[src/rtl/mpr_pkg.sv]
package mpr_pkg;
  localparam int unsigned DATA_W = 8;
  localparam int unsigned OS     = 16;

  typedef enum logic [1:0] {ST_IDLE, ST_START, ST_BITS} rx_st_e;

  typedef struct packed {
    logic [DATA_W-1:0] data;
    logic              mark;
    logic              stop_ok;
  } frame_t;
endpackage

[src/rtl/mpr_sync.sv]
module mpr_sync #(
  parameter int unsigned STAGES = 2
) (
  input  logic clk_i,
  input  logic rst_ni,
  input  logic d_i,
  output logic q_o
);
  logic [STAGES-1:0] ff_q;

  always_ff @(posedge clk_i or negedge rst_ni) begin
    if (!rst_ni) ff_q <= '1;
    else         ff_q <= {ff_q[STAGES-2:0], d_i};
  end

  assign q_o = ff_q[STAGES-1];
endmodule

[src/rtl/mpr_tick.sv]
module mpr_tick #(
  parameter int unsigned CLK_DIV = 27
) (
  input  logic clk_i,
  input  logic rst_ni,
  output logic tick_o
);
  generate
    if (CLK_DIV <= 1) begin : g_every
      assign tick_o = 1'b1;
    end else begin : g_div
      localparam int unsigned CW = $clog2(CLK_DIV);
      logic [CW-1:0] cnt_q;
      always_ff @(posedge clk_i or negedge rst_ni) begin
        if (!rst_ni)                           cnt_q <= '0;
        else if (cnt_q == CW'(CLK_DIV - 1))    cnt_q <= '0;
        else                                   cnt_q <= cnt_q + 1'b1;
      end
      assign tick_o = (cnt_q == CW'(CLK_DIV - 1));
    end
  endgenerate
endmodule

[src/rtl/mpr_sampler.sv]
module mpr_sampler
  import mpr_pkg::*;
(
  input  logic   clk_i,
  input  logic   rst_ni,
  input  logic   tick_i,
  input  logic   en_i,
  input  logic   line_i,
  output logic   done_o,
  output frame_t frame_o
);
  localparam int unsigned NSH  = DATA_W + 1;        // data + mark
  localparam int unsigned NB   = NSH + 1;           // + stop
  localparam int unsigned BW   = $clog2(NB);
  localparam int unsigned OW   = $clog2(OS);
  localparam logic [OW-1:0] HALF = OW'(OS/2 - 1);
  localparam logic [OW-1:0] LAST = OW'(OS - 1);

  rx_st_e         st_q;
  logic [OW-1:0]  os_q;
  logic [BW-1:0]  bidx_q;
  logic [NSH-1:0] sh_q;
  logic           prev_q;
  logic           done_q;
  logic           stop_q;

  always_ff @(posedge clk_i or negedge rst_ni) begin
    if (!rst_ni) begin
      st_q   <= ST_IDLE;
      os_q   <= '0;
      bidx_q <= '0;
      sh_q   <= '0;
      prev_q <= 1'b1;
      done_q <= 1'b0;
      stop_q <= 1'b0;
    end else begin
      done_q <= 1'b0;
      if (tick_i) begin
        prev_q <= line_i;
        unique case (st_q)
          ST_IDLE: begin
            if (en_i && prev_q && !line_i) begin
              st_q <= ST_START;
              os_q <= '0;
            end
          end
          ST_START: begin
            if (os_q == HALF) begin
              // confirm start at mid-bit
              st_q   <= line_i ? ST_IDLE : ST_BITS;
              os_q   <= '0;
              bidx_q <= '0;
            end else begin
              os_q <= os_q + 1'b1;
            end
          end
          ST_BITS: begin
            if (os_q == LAST) begin
              os_q <= '0;
              if (bidx_q == BW'(NB - 1)) begin
                done_q <= 1'b1;
                stop_q <= line_i;
                st_q   <= ST_IDLE;
              end else begin
                sh_q   <= {line_i, sh_q[NSH-1:1]};
                bidx_q <= bidx_q + 1'b1;
              end
            end else begin
              os_q <= os_q + 1'b1;
            end
          end
          default: st_q <= ST_IDLE;
        endcase
      end
    end
  end

  assign done_o          = done_q;
  assign frame_o.data    = sh_q[DATA_W-1:0];
  assign frame_o.mark    = sh_q[NSH-1];
  assign frame_o.stop_ok = stop_q;
endmodule

[src/rtl/mpr_rx.sv]
module mpr_rx
  import mpr_pkg::*;
#(
  parameter int unsigned CLK_DIV = 27
) (
  input  logic              clk_i,
  input  logic              rst_ni,
  input  logic              rxd_i,
  input  logic              ctrl_wr_i,
  input  logic              ctrl_wdata_i,
  input  logic              full_clr_i,
  input  logic              ovr_clr_i,
  input  logic              ferr_clr_i,
  output logic [DATA_W-1:0] rdata_o,
  output logic              full_o,
  output logic              ovr_o,
  output logic              ferr_o,
  output logic              idwait_o,
  output logic              line_o
);
  logic   line_s;
  logic   tick;
  logic   frm_done;
  frame_t frm;

  logic [DATA_W-1:0] rdata_q;
  logic full_q, ovr_q, ferr_q, idw_q;

  mpr_sync #(.STAGES(2)) u_sync (
    .clk_i (clk_i),
    .rst_ni(rst_ni),
    .d_i   (rxd_i),
    .q_o   (line_s)
  );

  mpr_tick #(.CLK_DIV(CLK_DIV)) u_tick (
    .clk_i (clk_i),
    .rst_ni(rst_ni),
    .tick_o(tick)
  );

  mpr_sampler u_smp (
    .clk_i  (clk_i),
    .rst_ni (rst_ni),
    .tick_i (tick),
    .en_i   (!(ovr_q || ferr_q)),
    .line_i (line_s),
    .done_o (frm_done),
    .frame_o(frm)
  );

  always_ff @(posedge clk_i or negedge rst_ni) begin
    if (!rst_ni) begin
      rdata_q <= '0;
      full_q  <= 1'b0;
      ovr_q   <= 1'b0;
      ferr_q  <= 1'b0;
      idw_q   <= 1'b0;
    end else begin
      if (ctrl_wr_i)  idw_q  <= ctrl_wdata_i;
      if (full_clr_i) full_q <= 1'b0;
      if (ovr_clr_i)  ovr_q  <= 1'b0;
      if (ferr_clr_i) ferr_q <= 1'b0;
      // frame events take priority over same-cycle host writes
      if (frm_done) begin
        if (!frm.stop_ok) begin
          ferr_q <= 1'b1;
        end else if (idw_q && !frm.mark) begin
          // filtered data frame
        end else if (full_q) begin
          ovr_q <= 1'b1;
        end else begin
          rdata_q <= frm.data;
          full_q  <= 1'b1;
          if (frm.mark) idw_q <= 1'b0;
        end
      end
    end
  end

  assign rdata_o  = rdata_q;
  assign full_o   = full_q;
  assign ovr_o    = ovr_q;
  assign ferr_o   = ferr_q;
  assign idwait_o = idw_q;
  assign line_o   = line_s;
endmodule

[config.mk]
export PLATFORM = sky130hd
export DESIGN_NAME = mpr_rx
export DESIGN_NICKNAME = d
export VERILOG_FILES = /design/src/rtl/mpr_pkg.sv /design/src/rtl/mpr_sync.sv /design/src/rtl/mpr_tick.sv /design/src/rtl/mpr_sampler.sv /design/src/rtl/mpr_rx.sv
export SDC_FILE = /design/constraint.sdc
export NUM_CORES = 1
export LEC_CHECK = 0
export BUFFER_PORTS_ARGS = -buffer_cell sky130_fd_sc_hd__buf_2
export CAP_MARGIN = 25
export CORE_ASPECT_RATIO = 1.2
export CORE_UTILIZATION = 40
export CTS_BUF_LIST = sky130_fd_sc_hd__clkbuf_2
export CTS_CLUSTER_DIAMETER = 200
export DETAILED_ROUTE_END_ITERATION = 12
export PLACE_DENSITY_LB_ADDON = 0.1
export SYNTH_ARGS = -nofsm -noshare
export SYNTH_HDL_FRONTEND = slang
export SYNTH_SLANG_ARGS = --single-unit
[constraint.sdc]
create_clock -name clk_i -period 1.9 [get_ports clk_i]
set_input_delay 0.285 -clock clk_i [delete_from_list [all_inputs] [get_ports clk_i]]
set_output_delay 0.285 -clock clk_i [all_outputs]
set_load 0.05 [all_outputs]
; After elaboration in Yosys (flattened, before gate mapping)
; Cells that the tools add are included.
; W data, S select, Z words.
[op_classes]
addsub = 3
multipliers = 0
div_mod_pow = 0
order_cmp = 0
n_eq_ne = 11
shifts = 0
mux = 38
n_bitwise = 3
n_reduce_logical = 16
[op_table]
columns = op, n
row1 = $mux W4, 6
row2 = $mux W1, 23
row3 = $pmux W4 S3, 1
row4 = $reduce_and A4 Y1, 3
row5 = $mux W2, 5
row6 = $reduce_and A5 Y1, 2
row7 = $add A4 B1 Y4 const B, 2
row8 = $eq A4 B4 Y1 const B, 2
row9 = $ne A2 B1 Y1 const B, 4
row10 = $pmux W4 S2, 1
row11 = $pmux W2 S3, 1
row12 = $add A5 B1 Y5 const B, 1
row13 = $eq A5 B5 Y1 const B, 1
row14 = $mux W5, 1
row15 = $eq A4 B3 Y1 const B, 1
row16 = $logic_and A1 B1 Y1, 3
row17 = $logic_not A1 Y1, 3
row18 = $not A1 Y1, 3
row19 = $reduce_and A3 Y1, 1
row20 = $reduce_bool A3 Y1, 1
row21 = $eq A2 B1 Y1 const B, 1
row22 = $eq A2 B2 Y1 const B, 1
row23 = $logic_not A2 Y1, 1
row24 = $ne A2 B2 Y1 const B, 1
row25 = 2 further kinds, 2
[totals]
reg_bits = 41
latch_bits = 0
mem_bits_rw = 0
romBits = 0
mem_count = 0

; Longest topological paths before layout
[logic_depth]
ltp_word = 6
ltp_mapped = 7
ltp_nobuf = 6

; Cells and area by module
; From an unflattened synthesis, not the netlist that was laid out.
[unflattened]
hier_cells = 153
area_unflattened_um2 = 1895.6
[modules_own_cells]
columns = module, instances, cells_per_inst, area_each_um2, seq_area_each_um2
row1 = mpr_sampler, 1, 92, 1096.1, 551.8
row2 = mpr_rx, 1, 35, 480.5, 300.3
row3 = mpr_tick, 1, 24, 266.5, 125.1
row4 = mpr_sync, 1, 2, 52.6, 52.6

; Worst setup path after synthesis
; Ideal clock, no wire load.
[synth_path]
path_kind = reg-to-reg
startpoint = register ferr_q (netlist: ferr_o)
endpoint = register u_smp.os_q[2]
setup_ns = 0.121
t_arrival_ns = 1.765
slack_ns = 0.014
path_stages_with_launch = 5
path_buffers = 0
synth_period_minus_slack_ns = 1.886
cell_sequence = dfrtp_1 or4b_4 a211oi_2 o21ai_0 a22o_1
[synth_between]
elab_chain_cells = 6
[synth_lines]
columns = item, line_no
row1 = "start, declared", mpr_rx.sv:27  ; logic full_q, ovr_q, ferr_q, idw_q;
row2 = "start signal, assigned", mpr_rx.sv:57  ; ferr_q <= 1'b0;
row3 = "start signal, assigned", mpr_rx.sv:63  ; if (ferr_clr_i) ferr_q <= 1'b0;
row4 = "start signal, assigned", mpr_rx.sv:67  ; ferr_q <= 1'b1;
row5 = $logic_or A1 B1 Y1, mpr_rx.sv:46  ; .en_i (!(ovr_q || ferr_q)),
row6 = $logic_not A1 Y1, mpr_rx.sv:46
row7 = $logic_and A1 B1 Y1 (2 in a row), mpr_sampler.sv:42  ; if (en_i && prev_q && !line_i) begin
row8 = $ne A2 B1 Y1 (no line), n/a
row9 = $reduce_and A3 Y1 (no line), n/a
row10 = "end signal, assigned", mpr_sampler.sv:54  ; os_q <= os_q + 1'b1;
row11 = "end signal, assigned", mpr_sampler.sv:69  ; os_q <= os_q + 1'b1;
row12 = "end, declared", mpr_sampler.sv:20  ; logic [OW-1:0] os_q;
; No other way between the ends.
; A chain may end at the register's enable or synchronous reset.

; Worst setup path in the final report
[layout_path]
startpoint = register u_smp.st_q[0]
endpoint = register u_smp.bidx_q[3]
[layout_between]
elab_chain_cells = 3
[layout_lines]
columns = item, line_no
row1 = "start, declared", mpr_sampler.sv:19  ; rx_st_e st_q;
row2 = "start signal, assigned", mpr_sampler.sv:50  ; st_q <= line_i ? ST_IDLE : ST_BITS;
row3 = $eq A2 B2 Y1 / $eq A2 B1 Y1 (equally long branches), mpr_sampler.sv:40  ; unique case (st_q)
row4 = "$ne A2 B1 Y1 (no line), or another cell as far along", n/a
row5 = $reduce_and A5 Y1 (no line), n/a
row6 = "end signal, assigned", mpr_sampler.sv:66  ; bidx_q <= bidx_q + 1'b1;
row7 = "end, declared", mpr_sampler.sv:21  ; logic [BW-1:0] bidx_q;
; Parallel ways exist; a longest one is shown, timed or not.

==> key figures <==
Yosys
  • Cell with the most instances after synthesis: dfrtp_1
  • Average size of a mapped cell: 11.9 µm²
  • Post-synth top flop: dfrtp_1
  • Synthesis warning total: 0
  • Post-synthesis simple-gate area fraction: 14.3%
  • Synthesized net count: 178
  • Sequential element share of the synthesized area: 53.9%
  • Number of enable-type register cells in the synthesized netlist: 0
  • Largest area contributor in the netlist: dfrtp_1
  • Top area cells in the synthesized netlist: dfrtp_1, mux2_2, ha_1
  • Cells after synthesis: 161
  • Number of register bits inferred by synthesis: 41
  • Multiplexer area fraction after synthesis: 11.6%
  • Post-synthesis instance area: 1910 µm²
  • Largest family of logic cells by synthesized area: simple AND/OR/NAND/NOR gates
  • Share of Yosys cell area claimed by the top area cell type: 49.7%
  • Synth async-reset ratio: 100%
  • Synth cell types: 41
  • Area fraction in compound gates after synthesis: 10.0%
  • Post-synthesis adder-cell area fraction: 5.89%
  • Synth cell count leaders: dfrtp_1, mux2_2, inv_1, nand2_1
  • Synth Area in XOR/XNOR: 0.916%

Worst hold path
  • Worst min path class: in -> reg
  • Hold wc startpoint: full_clr_i
  • Hold Path Stages: 2
  • Worst min-delay path endpoint: full_o$_DFF_PN0_

CTS
  • Buffer count from post-CTS setup fixing: 0
  • Deepest level of the CTS H-tree: 2
  • Later-pin clock latency in the skew report: 0.38 ns
  • Total clock sinks: 41
  • Root buffer cell: clkbuf_2
  • TritonCTS clock tree: built
  • Longest Clk Path Bufs: 2
  • Clock-pin transition on the worst setup and hold timing paths: 0.20 ns
  • Num CTS Buffers: 5

Placed design
  • Weighted congestion at the end of routability-driven global placement: 0.800
  • Placed cell count: 241
  • Count of buffers from port buffering: 20
  • Post-place instance area: 2120 µm²
  • Detail Placement HPWL: 2490 µm

STA
  • Final-report max-slew violation count: 0
  • Timing-limited maximum frequency: 548 MHz
  • Final setup violation count: 0
  • Final cycle utilization of the critical path: 96.1%
  • Min Clock Period, post-route: 1.83 ns
  • Smallest hold slack: 0.0520 ns
  • Max_slew headroom: 73.4%
  • Final hold violation count: 0
  • Actual transition at the worst max-transition pin: 0.399 ns
  • Final Skew: 0.0165 ns

Final layout
  • Share of final-layout standard cells stronger than drive strength 1: 29.5%
  • Synth-to-layout area growth: 13.9%
  • NumNets Final: 209
  • Total non-filler cell area in the finished layout: 2180 µm²
  • Number of antenna diodes: 0
  • Final cell count without fillers: 251

Global routing
  • Antenna violations before repair: 0
  • Final global-route overflow total: 0
  • Vias in the first global route: 1,277
  • First-pass GRT wire length: 5810 µm
  • Pin count of the biggest net entering global routing: 42
  • Total Routing Usage GR: 14.8%

Detailed routing
  • Average vias per placed instance: 5.20
  • Average wire per cell in the routed design: 13.5 µm
  • 1st-iter DRT viols: 70
  • Number of antenna-violating nets in the routed design: 0
  • Total detailed-routing wirelength: 3400 µm
  • DRC violation count after routing: 0
  • Number of vias after detailed routing: 1,304
  • Drt first pass iters: 4

Setup path
  • WP data required: 2.24 ns
  • Setup slack of the most critical reg-to-reg path: 0.07 ns
  • RR Endpoint: u_smp.bidx_q[3]$_DFFE_PN0P_
  • Type of the setup path with the least slack: reg -> reg
  • Critical Path Fanout Max: 4
  • Arrival time at the worst endpoint: 2.16 ns
  • Source of the critical timing path: u_smp.st_q[0]$_DFFE_PN0P_
  • Worst setup SP type: flop
  • FF-to-FF Start: u_smp.st_q[0]$_DFFE_PN0P_
  • Endpoint class of the critical path: flop
  • R2R cell count: 6

Floorplan
  • Rows: 27
  • Io pins: 21
  • Die ar.: 5060 µm²
  • Chip width: 65.1 µm
  • Core region area: 4590 µm²
  • Vertical extent of the die: 77.7 µm
  • Initial Utilization: 41.6%

Power and ir drop
  • Highest ir drop seen on vdd: 308 µV
  • Power density cells: 591 nW/µm²
  • Static power due to leakage: 0.00104 µW

Status
  • Status: finished clean

Job
  • Max-Cap Viols: 0
timing repair:
action / in CTS / in global routing
endpoints found under the hold margin: 39 / 0
resized for setup: 0 / 1
setup endpoints to repair: 0 / 2
hold buffers: 2 / 0
power by group:
group	total, µW	switching [µW]	internal, µW
logic	55.3	36.3	18.9
registers	886	4.08	882
clock network	346	265	80.8
total	1290	305	981
metrics by stage:
stage	setup WS, ns	setup TNS (ns)	util (%)	total power, µW
6_report	0.0736	0	47.4	1290
5_1_grt	-0.000107	-0.000107	47.4	1340
4_1_cts	0.0387	0	47.4	1310
3_5_place_dp	0.0745	0	46.1	955
3_3_place_gp	0.0875	0	46.1	953
2_1_floorplan	0.0139	0	-	919
placed cells by master (no fill, tap or decap), types with 3 or more instances in the layout:
master / count
o21ai_0: 8
buf_4: 4
dfstp_2: 3
ha_1: 9
mux2_2: 17
a31oi_1: 3
nand3_1: 9
dfrtp_1: 38
buf_2: 20
a21oi_1: 3
inv_1: 13
nor2_1: 7
clkbuf_2: 5
mux2i_1: 3
nand2_1: 13
state kept, by name, summed over array words and instances (netlist names):
register	count
idwait_o	1
ferr_o	1
u_smp.st_q	2
u_smp.prev_q	1
u_smp.bidx_q	4
u_smp.done_o	1
u_sync.ff_q	2
rdata_o	8
u_smp.os_q	4
u_tick.g_div.cnt_q	5
u_smp.stop_q	1
u_smp.sh_q	9
ovr_o	1
full_o	1
kinds of logic (layout without fill, tap and decap cells):
logic type,after synthesis,in the layout
and+or+nand+nor,47,47
adders and majority gates,9,9
buffers and inverters,16,48
DFF,41,41
AOI/OAI and AO/OA,26,26
xor gates and xnor gates,2,2
muxes,20,20
worst max path at each step:
stage                     slack, ns  cells after the start                          end
final                          0.07                      6  u_smp.bidx_q[3]$_DFFE_PN0P_
after global routing        -0.0001                      6    u_smp.os_q[2]$_DFFE_PN0P_
after CTS                      0.04                      6  u_smp.bidx_q[3]$_DFFE_PN0P_
after detailed placement       0.07                      6  u_smp.bidx_q[0]$_DFFE_PN0P_
after global placement         0.09                      6  u_smp.bidx_q[3]$_DFFE_PN0P_
after floorplan                0.01                      4    u_smp.os_q[2]$_DFFE_PN0P_
layout make-up:
cell class / instances / area (µm²)
inverter: 13 / 48.8
sequential: 41 / 1030
timing repair buffer: 27 / 170
tap: 58 / 72.6
multi-input combinational: 104 / 818
fill: 452 / 2420
clock inverter: 3 / 12.5
clock buffer: 5 / 25.0
layer usage:
metal,track usage [%],share of wire [%],up-vias
met5,0,0,-
met4,5.00,0.71,0
met3,3.97,3.4,2
met2,25.2,52,23
met1,17.7,43,644
li1,-,-,635
worst max-delay path, stage by stage (launching register included):
cell and delay (ns):
dfrtp_1 0.44, inv_1 0.08, ha_1 0.23, and4bb_2 0.35
o311ai_4 0.11, or4b_1 0.48, nand3_1 0.09
Power figures use the tool's default switching activity.
